--- src/rtl/sc_tx_pkg.sv ---
`timescale 1ns/1ps
package sc_tx_pkg;
  typedef enum logic [1:0] {ST_IDLE, ST_SEND, ST_WAIT_ES, ST_GUARD} tx_state_e;

  localparam logic [1:0] ADDR_DATA  = 2'd0;
  localparam logic [1:0] ADDR_CTRL  = 2'd1;
  localparam logic [1:0] ADDR_STAT  = 2'd2;
  localparam logic [1:0] ADDR_RETRY = 2'd3;

  localparam int CTRL_W    = 7;
  localparam int STAT_ERR  = 2;
  localparam int STAT_OVF  = 3;

  typedef struct packed {
    logic end_ie;
    logic err_ie;
    logic invert;
    logic card_mode;
    logic self_test;
    logic rx_en;
    logic tx_en;
  } ctrl_t;
endpackage

--- src/rtl/sc_tx_regs.sv ---
`timescale 1ns/1ps
module sc_tx_regs
  import sc_tx_pkg::*;
#(
  parameter int DATA_W    = 8,
  parameter int RETRY_W   = 4,
  parameter int DEF_RETRY = 3
) (
  input  logic               clk,
  input  logic               rst_n,
  input  logic               reg_wr,
  input  logic [1:0]         reg_addr,
  input  logic [DATA_W-1:0]  reg_wdata,
  output logic [DATA_W-1:0]  reg_rdata,
  input  logic               load_fresh,
  input  logic               set_err,
  input  logic               set_end,
  input  logic               set_ovf,
  output ctrl_t              ctrl_q,
  output logic [DATA_W-1:0]  hold_q,
  output logic               hold_full_q,
  output logic [RETRY_W-1:0] retry_lim_q,
  output logic               tx_end_q,
  output logic               err_sig_q,
  output logic               retry_ovf_q
);
  ctrl_t              ctrl_d, ctrl_w;
  logic [DATA_W-1:0]  hold_d;
  logic               hold_full_d, tx_end_d, err_sig_d, retry_ovf_d;
  logic [RETRY_W-1:0] retry_lim_d;
  logic               wr_data, wr_ctrl, wr_stat, wr_retry;
  logic               both_bad, swap_bad;

  assign wr_data  = reg_wr && (reg_addr == ADDR_DATA);
  assign wr_ctrl  = reg_wr && (reg_addr == ADDR_CTRL);
  assign wr_stat  = reg_wr && (reg_addr == ADDR_STAT);
  assign wr_retry = reg_wr && (reg_addr == ADDR_RETRY);
  assign ctrl_w   = ctrl_t'(reg_wdata[CTRL_W-1:0]);

  // direction guard: no dual enable, no direct swap, unless self-test
  assign both_bad = ctrl_w.tx_en && ctrl_w.rx_en && !ctrl_w.self_test;
  assign swap_bad = !ctrl_w.self_test &&
                    ((ctrl_w.tx_en && ctrl_q.rx_en && !ctrl_q.tx_en) ||
                     (ctrl_w.rx_en && ctrl_q.tx_en && !ctrl_q.rx_en));

  always_comb begin
    ctrl_d      = ctrl_q;
    hold_d      = hold_q;
    hold_full_d = hold_full_q;
    retry_lim_d = retry_lim_q;
    tx_end_d    = tx_end_q;
    err_sig_d   = err_sig_q;
    retry_ovf_d = retry_ovf_q;
    if (wr_ctrl && !both_bad && !swap_bad) ctrl_d = ctrl_w;
    if (wr_retry) retry_lim_d = reg_wdata[RETRY_W-1:0];
    if (load_fresh) begin
      hold_full_d = 1'b0;
      tx_end_d    = 1'b0;
    end
    if (wr_data) begin
      hold_d      = reg_wdata;
      hold_full_d = 1'b1;
    end
    if (wr_stat && !reg_wdata[STAT_ERR]) err_sig_d   = 1'b0;
    if (wr_stat && !reg_wdata[STAT_OVF]) retry_ovf_d = 1'b0;
    if (set_err) err_sig_d   = 1'b1;
    if (set_ovf) retry_ovf_d = 1'b1;
    if (set_end) tx_end_d    = 1'b1;
  end

  always_ff @(posedge clk or negedge rst_n) begin
    if (!rst_n) begin
      ctrl_q      <= '0;
      hold_q      <= '0;
      hold_full_q <= 1'b0;
      retry_lim_q <= RETRY_W'(DEF_RETRY);
      tx_end_q    <= 1'b1;
      err_sig_q   <= 1'b0;
      retry_ovf_q <= 1'b0;
    end else begin
      ctrl_q      <= ctrl_d;
      hold_q      <= hold_d;
      hold_full_q <= hold_full_d;
      retry_lim_q <= retry_lim_d;
      tx_end_q    <= tx_end_d;
      err_sig_q   <= err_sig_d;
      retry_ovf_q <= retry_ovf_d;
    end
  end

  always_comb begin
    unique case (reg_addr)
      ADDR_DATA:  reg_rdata = hold_q;
      ADDR_CTRL:  reg_rdata = DATA_W'(ctrl_q);
      ADDR_STAT:  reg_rdata = DATA_W'({retry_ovf_q, err_sig_q, tx_end_q, !hold_full_q});
      default:    reg_rdata = DATA_W'(retry_lim_q);
    endcase
  end
endmodule

--- src/rtl/sc_tx_frame.sv ---
`timescale 1ns/1ps
module sc_tx_frame #(
  parameter int DATA_W  = 8,
  localparam int FRAME_W = DATA_W + 2
) (
  input  logic [DATA_W-1:0]  data,
  input  logic               invert,
  output logic [FRAME_W-1:0] frame
);
  logic [DATA_W-1:0] wire_bits;

  // wire_bits[i] is the i-th data bit put on the wire
  for (genvar i = 0; i < DATA_W; i++) begin : g_order
    assign wire_bits[i] = invert ? !data[DATA_W-1-i] : data[i];
  end

  assign frame = {^wire_bits, wire_bits, 1'b0};
endmodule

--- src/rtl/sc_tx_seq.sv ---
`timescale 1ns/1ps
module sc_tx_seq
  import sc_tx_pkg::*;
#(
  parameter int DATA_W     = 8,
  parameter int RETRY_W    = 4,
  parameter int ES_HALF    = 3,
  parameter int GUARD_HALF = 4,
  localparam int FRAME_W   = DATA_W + 2,
  localparam int CNT_W     = $clog2(2 * FRAME_W)
) (
  input  logic               clk,
  input  logic               rst_n,
  input  logic               half_tick,
  input  logic               run,
  input  logic               hold_full,
  input  logic [FRAME_W-1:0] frame_in,
  input  logic [RETRY_W-1:0] retry_lim,
  input  logic               line_in,
  output logic               line_oe,
  output logic               load_fresh,
  output logic               set_err,
  output logic               set_end,
  output logic               set_ovf
);
  localparam logic [CNT_W-1:0] LAST_HALF = CNT_W'(2 * FRAME_W - 1);
  localparam logic [CNT_W-1:0] ES_LAST   = CNT_W'(ES_HALF - 1);
  localparam logic [CNT_W-1:0] GD_LAST   = CNT_W'(GUARD_HALF - 1);

  tx_state_e          state_q, state_d;
  logic [CNT_W-1:0]   cnt_q, cnt_d;
  logic [FRAME_W-1:0] shift_q, shift_d;
  logic [RETRY_W-1:0] tries_q, tries_d;
  logic [CNT_W-2:0]   bit_idx;

  assign bit_idx = cnt_q[CNT_W-1:1];
  assign line_oe = run && (state_q == ST_SEND) && !shift_q[bit_idx];

  always_comb begin
    state_d    = state_q;
    cnt_d      = cnt_q;
    shift_d    = shift_q;
    tries_d    = tries_q;
    load_fresh = 1'b0;
    set_err    = 1'b0;
    set_end    = 1'b0;
    set_ovf    = 1'b0;
    if (!run) begin
      state_d = ST_IDLE;
    end else if (half_tick) begin
      unique case (state_q)
        ST_IDLE: if (hold_full) begin
          state_d    = ST_SEND;
          cnt_d      = '0;
          shift_d    = frame_in;
          tries_d    = '0;
          load_fresh = 1'b1;
        end
        ST_SEND: if (cnt_q == LAST_HALF) begin
          state_d = ST_WAIT_ES;
          cnt_d   = '0;
        end else begin
          cnt_d = cnt_q + 1'b1;
        end
        ST_WAIT_ES: if (cnt_q == ES_LAST) begin
          if (!line_in) begin
            set_err = 1'b1;
            if (tries_q == retry_lim) begin
              set_ovf = 1'b1;
              set_end = 1'b1;
              state_d = ST_IDLE;
            end else begin
              tries_d = tries_q + 1'b1;
              state_d = ST_GUARD;
              cnt_d   = '0;
            end
          end else begin
            set_end = 1'b1;
            state_d = ST_IDLE;
          end
        end else begin
          cnt_d = cnt_q + 1'b1;
        end
        default: if (cnt_q == GD_LAST) begin
          state_d = ST_SEND;
          cnt_d   = '0;
          shift_d = frame_in;
        end else begin
          cnt_d = cnt_q + 1'b1;
        end
      endcase
    end
  end

  always_ff @(posedge clk or negedge rst_n) begin
    if (!rst_n) begin
      state_q <= ST_IDLE;
      cnt_q   <= '0;
      shift_q <= '1;
      tries_q <= '0;
    end else begin
      state_q <= state_d;
      cnt_q   <= cnt_d;
      shift_q <= shift_d;
      tries_q <= tries_d;
    end
  end
endmodule

--- src/rtl/sc_char_tx.sv ---
`timescale 1ns/1ps
module sc_char_tx
  import sc_tx_pkg::*;
#(
  parameter int DATA_W     = 8,
  parameter int RETRY_W    = 4,
  parameter int DEF_RETRY  = 3,
  parameter int ES_HALF    = 3,
  parameter int GUARD_HALF = 4
) (
  input  logic              clk,
  input  logic              rst_n,
  input  logic              half_tick,
  input  logic              reg_wr,
  input  logic [1:0]        reg_addr,
  input  logic [DATA_W-1:0] reg_wdata,
  output logic [DATA_W-1:0] reg_rdata,
  input  logic              line_in,
  output logic              line_oe,
  output logic              irq_err,
  output logic              irq_end
);
  localparam int FRAME_W = DATA_W + 2;

  ctrl_t              ctrl_q;
  logic [DATA_W-1:0]  hold_q;
  logic               hold_full_q, tx_end_q, err_sig_q, retry_ovf_q;
  logic [RETRY_W-1:0] retry_lim_q;
  logic               load_fresh, set_err, set_end, set_ovf, run;
  logic [FRAME_W-1:0] frame;

  assign run     = ctrl_q.tx_en && ctrl_q.card_mode;
  assign irq_err = err_sig_q && ctrl_q.err_ie;
  assign irq_end = tx_end_q && ctrl_q.end_ie;

  sc_tx_regs #(.DATA_W(DATA_W), .RETRY_W(RETRY_W), .DEF_RETRY(DEF_RETRY)) u_regs (
    .clk(clk), .rst_n(rst_n), .reg_wr(reg_wr), .reg_addr(reg_addr),
    .reg_wdata(reg_wdata), .reg_rdata(reg_rdata), .load_fresh(load_fresh),
    .set_err(set_err), .set_end(set_end), .set_ovf(set_ovf), .ctrl_q(ctrl_q),
    .hold_q(hold_q), .hold_full_q(hold_full_q), .retry_lim_q(retry_lim_q),
    .tx_end_q(tx_end_q), .err_sig_q(err_sig_q), .retry_ovf_q(retry_ovf_q)
  );

  sc_tx_frame #(.DATA_W(DATA_W)) u_frame (
    .data(hold_q), .invert(ctrl_q.invert), .frame(frame)
  );

  sc_tx_seq #(.DATA_W(DATA_W), .RETRY_W(RETRY_W), .ES_HALF(ES_HALF),
              .GUARD_HALF(GUARD_HALF)) u_seq (
    .clk(clk), .rst_n(rst_n), .half_tick(half_tick), .run(run),
    .hold_full(hold_full_q), .frame_in(frame), .retry_lim(retry_lim_q),
    .line_in(line_in), .line_oe(line_oe), .load_fresh(load_fresh),
    .set_err(set_err), .set_end(set_end), .set_ovf(set_ovf)
  );
endmodule

--- config.mk ---
export PLATFORM = sky130hd
export DESIGN_NAME = sc_char_tx
export DESIGN_NICKNAME = d
export VERILOG_FILES = /design/src/rtl/sc_tx_pkg.sv /design/src/rtl/sc_tx_regs.sv /design/src/rtl/sc_tx_frame.sv /design/src/rtl/sc_tx_seq.sv /design/src/rtl/sc_char_tx.sv
export SDC_FILE = /design/constraint.sdc
export NUM_CORES = 1
export LEC_CHECK = 0
export ABC_AREA = 1
export BUFFER_PORTS_ARGS = -buffer_cell sky130_fd_sc_hd__buf_2
export CORE_MARGIN = 3
export CORE_UTILIZATION = 30
export DETAILED_ROUTE_END_ITERATION = 6
export GPL_TIMING_DRIVEN = 0
export PLACE_DENSITY_LB_ADDON = 0.08
export SETUP_SLACK_MARGIN = 0.2
export SYNTH_ARGS = -nofsm -noshare
export SYNTH_HDL_FRONTEND = slang
export SYNTH_HIERARCHICAL = 1
export SYNTH_SLANG_ARGS = --single-unit
--- constraint.sdc ---
create_clock -name clk -period 1.7 [get_ports clk]
set_input_delay 0.425 -clock clk [delete_from_list [all_inputs] [get_ports clk]]
set_output_delay 0.425 -clock clk [all_outputs]
set_load 0.01 [all_outputs]
==> key figures, run 1 <==
Outcome
  • Status: finished, violations left
  • Failing checks: negative setup slack

Synthesis
  • Unique masters post-synth: 37
  • Post-synthesis simple-gate area fraction: around two fifths
  • Count leader, synth: nand2_1
  • Synth Flop Type: dfrtp_1
  • Synth top area share: 25.1%
  • Largest family of logic cells by synthesized area: simple AND/OR/NAND/NOR gates
  • Commonest cells in the netlist: nand2_1, inv_1, nand3_1
  • Post-synthesis register bit count: 44
  • Mapped cell area: a little over 0.003 mm²
  • Post-Synthesis Cells: 449
  • Post-synthesis adder-cell area fraction: under 10%
  • Synth area leader: dfrtp_1
  • Area fraction in compound gates after synthesis: 9.98%
  • Async set or reset register ratio after synthesis: 100%
  • Yosys warnings: 6
  • Post-Synth XOR/XNOR Area: 0.852%
  • EDFF count, synth: 0
  • Synth Area per Inst: 6.87 µm²
  • Synth Net Count: 471
  • Synth top area cells: dfrtp_1, nand2_1, dfstp_2
  • Post-synthesis mux area share: 0%
  • Seq/Total Area, Yosys: 36.2%

Cells and area
  • Nets: about 550
  • Layout Cells excl Fill: 663
  • Multi-input gate area: 0.00199 mm²
  • Util after Layout: 45.0%
  • Layout cells sized above 1: between 40% and 50%
  • Seq. cell area: 0.00113 mm²
  • Layout fillers: 1029
  • P&R area growth vs syn: 43.9%
  • Ant diodes: 0

Clock network
  • Worst-skew pair later-pin latency: 300 ps
  • CTS tree: done
  • CTS Buffer Depth: 2
  • Root buf cell: clkbuf_8
  • Clk sinks: between 40 and 50
  • H-tree level count: 2
  • Number of CTS-inserted buffers: 5
  • Clk pin slew, worst setup/hold paths: 90 ps

Detailed routing
  • Initial drt markers: 145
  • Remaining DRCs: 0
  • Vias: 3011
  • Vias per inst: 4.54
  • Antenna Violating Nets Remaining: 0
  • Routed met2 length: 4220 µm
  • Routed WL: 8300 µm
  • Met3 WL post-DR: 227 µm
  • Met1 WL: around 3800 µm
  • DR pass1 iterations: 4
  • Highest metal used: met4
  • Drt wl/cell: 12.5 µm

Setup path
  • R2R setup slack: around 140 ps
  • Crit start category: flip-flop
  • Setup CP Type: flip-flop to output pin
  • Worst Path Max Fanout: 8
  • Worst EP required: about 1300 ps
  • Critical path endpoint category: output pin
  • Arr. time, crit path: 1470 ps
  • R2R cell count: 10

Power
  • Leak Pwr: 0.00222 µW
  • Power density cells: slightly below 1000 mW/mm²
  • Pwr Total: 4400 µW
  • Peak supply drop: 0.501 mV

GRT
  • Initial antenna violation count: 0
  • GRT Util Overall: 14.6%
  • Remaining global-route overflow: 0
  • First-pass GRT wire length: 13700 µm
  • Largest net degree at the start of global routing: between 40 and 50
  • Vias in the first global route: 2925

Placement
  • IO Port Bufs: 24
  • Final HPWL DP: 5660 µm
  • Placed Cells incl. Taps: 606
  • Final Wtd Congestion: 0.745

STA
  • Final Cycle Share: 111%
  • Skew final: 8.82 ps
  • Min Hold Slack: 269 ps
  • Worst-Margin Slew: roughly 1000 ps
  • Final Max Slew Viols: 0
  • Max Clk Rate: 529 MHz
  • RSZ-0062 raised after global routing: yes
  • Final setup margin: -190 ps
  • Final Hold Fails: 0
  • Setup TNS: -190 ps
  • Relative slew slack: 32.0%
  • Tmin final: about 1900 ps
  • Final setup fails: 1

Flow run
  • # Max-Cap Violations: 0

Die
  • Io pins: 26
  • Die Y: 107 µm
  • Die area: about 0.012 mm²
  • Initial Util: between 30% and 40%
  • Die X: between 100 and 150 µm
  • Area of the core: between 0.009 and 0.01 mm²
  • Row cnt: 36

Worst hold path
  • Path category of the worst min-delay check: primary input to async pin
## worst max-delay path, stage by stage, from the launching register on
cell and delay (ps):
dfrtp_1 400, buf_6 140, buf_4 130, nor2_2 90, o211ai_1 80, nand3_1 90
nand2_1 50, inv_1 50, buf_2 120
## per-layer routing
layer,vias up,track usage (%)
met5,-,0
met4,0,2.80
met3,4,2.64
met2,29,25.4
met1,1412,18.9
li1,1566,-
## kinds of logic after synthesis
| logic type | count (synthesis) |
|---|---|
| xor gates and xnor gates | 3 |
| buffers and inverters | 78 |
| AOI/OAI and AO/OA | 52 |
| and+or+nand+nor | 264 |
| DFF | 44 |
| other | 1 |
| adders and majority gates | 7 |
## metrics by stage
stage,setup slack [ps],area (µm²)
6_report,-190,4440
5_1_grt,-341,4440
4_1_cts,-178,3880
3_5_place_dp,-143,3380
3_3_place_gp,-141,3380
2_1_floorplan,208,3090
## power by group
part | switching, µW | total [µW] | internal (µW)
clock network | 386 | 1120 | 735
logic | 952 | 1740 | 784
registers | 187 | 1540 | 1360
## final timing paths
kind,start,end
setup reg to reg,u_seq/cnt_q[0]$_DFFE_PN0P_,u_seq/cnt_q[3]$_DFFE_PN0P_
hold reg to reg,u_seq/shift_q[2]$_DFFE_PN1P_,u_seq/shift_q[2]$_DFFE_PN1P_
setup / recovery,u_seq/cnt_q[1]$_DFFE_PN0P_,line_oe
max in group asynchronous,rst_n,u_regs/ctrl_q[4]$_DFFE_PN0P_
hold / removal,rst_n,u_seq/state_q[1]$_DFFE_PN0P_
min in group clk,reg_wdata[2],u_regs/ctrl_q[2]$_DFFE_PN0P_
## cell type report
| class | count | area share, % |
|---|---|---|
| Multi-Input combinational cell | 327 | 44.9 |
| Sequential cell | 44 | 25.4 |
| Timing Repair Buffer | 73 | 12.9 |
| Inverter | 64 | 5.69 |
| Buffer | 14 | 3.75 |
| Tap cell | 133 | 3.75 |
| Clock inverter | 3 | 2.03 |
| Clock buffer | 5 | 1.55 |
## sequential cells by signal, indices dropped and copies added (netlist names)
signal	cells
u_regs/retry_lim_q	4
u_regs/tx_end_q	1
u_regs/retry_ovf_q	1
u_seq/cnt_q	5
u_seq/state_q	2
u_regs/hold_q	8
u_regs/err_sig_q	1
u_regs/hold_full_q	1
u_regs/ctrl_q	7
u_seq/shift_q	10
u_seq/tries_q	4
## cell usage in the layout, fill, tap and decap left out, types with 7 or more instances in the layout
cell type,instances
nand2_1,132
inv_1,50
nand2_2,44
buf_4,41
nand3_1,36
dfrtp_1,24
buf_2,22
buf_6,14
o21ai_0,13
dfstp_2,13
inv_2,11
nand2_4,10
o21ai_1,10
o21ai_2,9
nor2_1,9
buf_8,7
nor2_4,7
nand4_1,7
dfrtp_2,7
nor2_2,7
## timing repair
item                       CTS  global route
pin swaps                   20            47
setup endpoints to repair   34            35
setup buffers               23            22
cloned                       2             2
hold buffers                 0             0
resized for setup           55           117
Note: power is estimated with default switching activity, not from simulation.
==> run 2: changes to the inputs <==
- PLACE_DENSITY: default -> 0.52
- PLACE_DENSITY_LB_ADDON: 0.08 -> default
- TNS_END_PERCENT: default -> 10
==> run 2 against run 1 <==
The flow still finishes with violations (negative setup slack). Clock-buffer cell count grew 1. Combinational power shrank 25%. Critical path type unchanged. Sequential power is essentially flat.
==> key figures, run 2 (synthesis results as in run 1) <==
Setup path
  • Setup CP Type: flip-flop to output pin
  • Worst Path Max Fanout: 2
  • Worst EP required: 1270 ps
  • Critical path endpoint category: output pin
  • Critical Path Max Stage Delay: 400 ps
  • CP Cell Sequence: inv_2 -> ha_2 -> buf_6 -> nand2_1 -> a31oi_1 -> nand2_1 -> inv_1 -> buf_2
  • Slowest cell on crit path: dfrtp_1
  • Arr. time, crit path: 1460 ps
  • Worst path most repeated cell: nand2_1
  • Crit start category: flip-flop

Detailed routing
  • Antenna Violating Nets Remaining: 0
  • Routed WL: between 7000 and 8000 µm
  • Initial drt markers: 144
  • Vias per inst: 4.53
  • Remaining DRCs: 0
  • Drt wl/cell: 12.1 µm
  • DR pass1 iterations: 4
  • Vias: between 2000 and 3000

Placement
  • Placed Cells incl. Taps: 606
  • Final Wtd Congestion: 0.840
  • DP Worst Slack: -140 ps
  • IO Port Bufs: 24
  • Final HPWL DP: ~5500 µm
  • Placed Area: 0.00338 mm²

Die
  • Die X: 107 µm
  • Die area: 0.0115 mm²
  • Row cnt: 36
  • Area of the core: 0.00986 mm²
  • Die Y: 107 µm
  • Io pins: 26
  • Initial Util: 31.3%

Power
  • Peak supply drop: 0.360 mV
  • Leak Pwr: 0.00199 µW
  • Power density cells: about 950 mW/mm²

Cells and area
  • Max reg flops: 10
  • Most frequent cells in the layout: nand2_1, inv_1, nand3_1
  • P&R area growth vs syn: 27.4%
  • Largest register by flop count: u_seq/shift_q
  • Nets: 522
  • Layout Cells excl Fill: 634
  • Biggest regs: u_seq/shift_q (10), u_regs/hold_q (8), u_regs/ctrl_q (7)
  • Commonest non-fill, non-tap cell in the layout: nand2_1
  • Ant diodes: 0
  • Layout cells sized above 1: 30.3%
  • Design Area, Final: 0.00393 mm²

STA
  • Final Hold Fails: 0
  • Skew final: 11.0 ps
  • Max Clk Rate: 530 MHz
  • Min Hold Slack: 277 ps
  • Worst-Margin Slew: 999 ps
  • Final setup margin: -187 ps
  • Relative slew slack: 33.4%
  • Final Max Slew Viols: 0
  • Tmin final: 1890 ps
  • RSZ-0062 raised after global routing: yes
  • Final Cycle Share: 111%
  • Final setup fails: 1

Clock network
  • Hold_buf cts: 0
  • CTS tree: done
  • Clk sinks: 44
  • Root buf cell: clkbuf_8
  • CTS Buffer Depth: 2
  • Clk pin slew, worst setup/hold paths: ~90 ps
  • H-tree level count: 2
  • Worst-skew pair later-pin latency: 310 ps
  • Number of CTS-inserted buffers: 5

Outcome
  • Failing checks: negative setup slack
  • Status: finished, violations left

Flow run
  • # Max-Cap Violations: 0

GRT
  • Largest net degree at the start of global routing: 45
  • First-pass GRT wire length: 12400 µm
  • Vias in the first global route: 2709
  • Initial antenna violation count: 0
  • Remaining global-route overflow: 0
  • GRT Util Overall: a little over an eighth

Worst hold path
  • Path category of the worst min-delay check: primary input to async pin
## run 2: cell types whose count changed in the layout (fill, tap and decap cells not counted), sizes merged
cell / change
buf: -29
clkinv: +1
clkbuf: +1
bufinv: -2
## run 2: path summary, 6_finish.rpt
kind	depth (start not counted)	slack, ps	startpoint	to
setup reg to reg	9	120	u_seq/state_q[0]$_DFFE_PN0P_	u_seq/tries_q[3]$_DFFE_PN0P_
hold reg to reg	2	470	u_seq/shift_q[7]$_DFFE_PN1P_	u_seq/shift_q[7]$_DFFE_PN1P_
min in group clk	3	350	reg_wdata[3]	u_regs/ctrl_q[3]$_DFFE_PN0P_
max in group asynchronous	1	740	rst_n	u_regs/hold_q[5]$_DFFE_PN0P_
hold / removal	1	280	rst_n	u_seq/cnt_q[2]$_DFFE_PN0P_
setup / recovery	8	-190	u_seq/state_q[1]$_DFFE_PN0P_	line_oe
## run 2: worst max-delay path: cells and delay by family (launching register included)
| family | cells | cell delay [ps] |
|---|---|---|
| compound gates | 1 | 140 |
| fa+ha+maj | 1 | 160 |
| buf+inv | 4 | 320 |
| flops | 1 | 400 |
| simple gates | 2 | 130 |
## run 2: per-layer routing
metal	routed length [µm]	part of all wire, %	track usage, %
met1	3690	48	17.4
met2	3640	48	22.7
met3	232	3.0	2.34
met4	82	1.1	3.25
met5	0	0	0
## run 2: where the power goes
group / total, µW / switching (µW) / internal [µW]
Clock: 876 / 395 / 481
Sequential: 1560 / 207 / 1360
Combinational: 1310 / 769 / 541
Total: 3750 / 1370 / 2380
## run 2: per-stage QoR
step	TNS, ps	power (µW)	util (%)
final	-187	3750	39.8
after global routing	-290	4030	39.8
after CTS	-204	3670	37.5
after detailed placement	-884	2690	34.2
after global placement	-844	2660	34.2
after floorplan	0	2370	-
## run 2: what timing repair did
action / in CTS / in global routing
setup endpoints to repair: 29 / 34
buffers inserted: 8 / 10
pin swaps: 22 / 27
gates resized for setup: 48 / 50
cloned: 1 / 1
## run 2: final cells by class
cell class	count	area, µm²
buffer	14	151
clock buffer	6	82.6
clock inverter	2	38.8
fill	1057	5930
inverter	64	250
multi-input combinational	327	1810
sequential	44	1120
tap	133	166
timing repair buffer	44	307
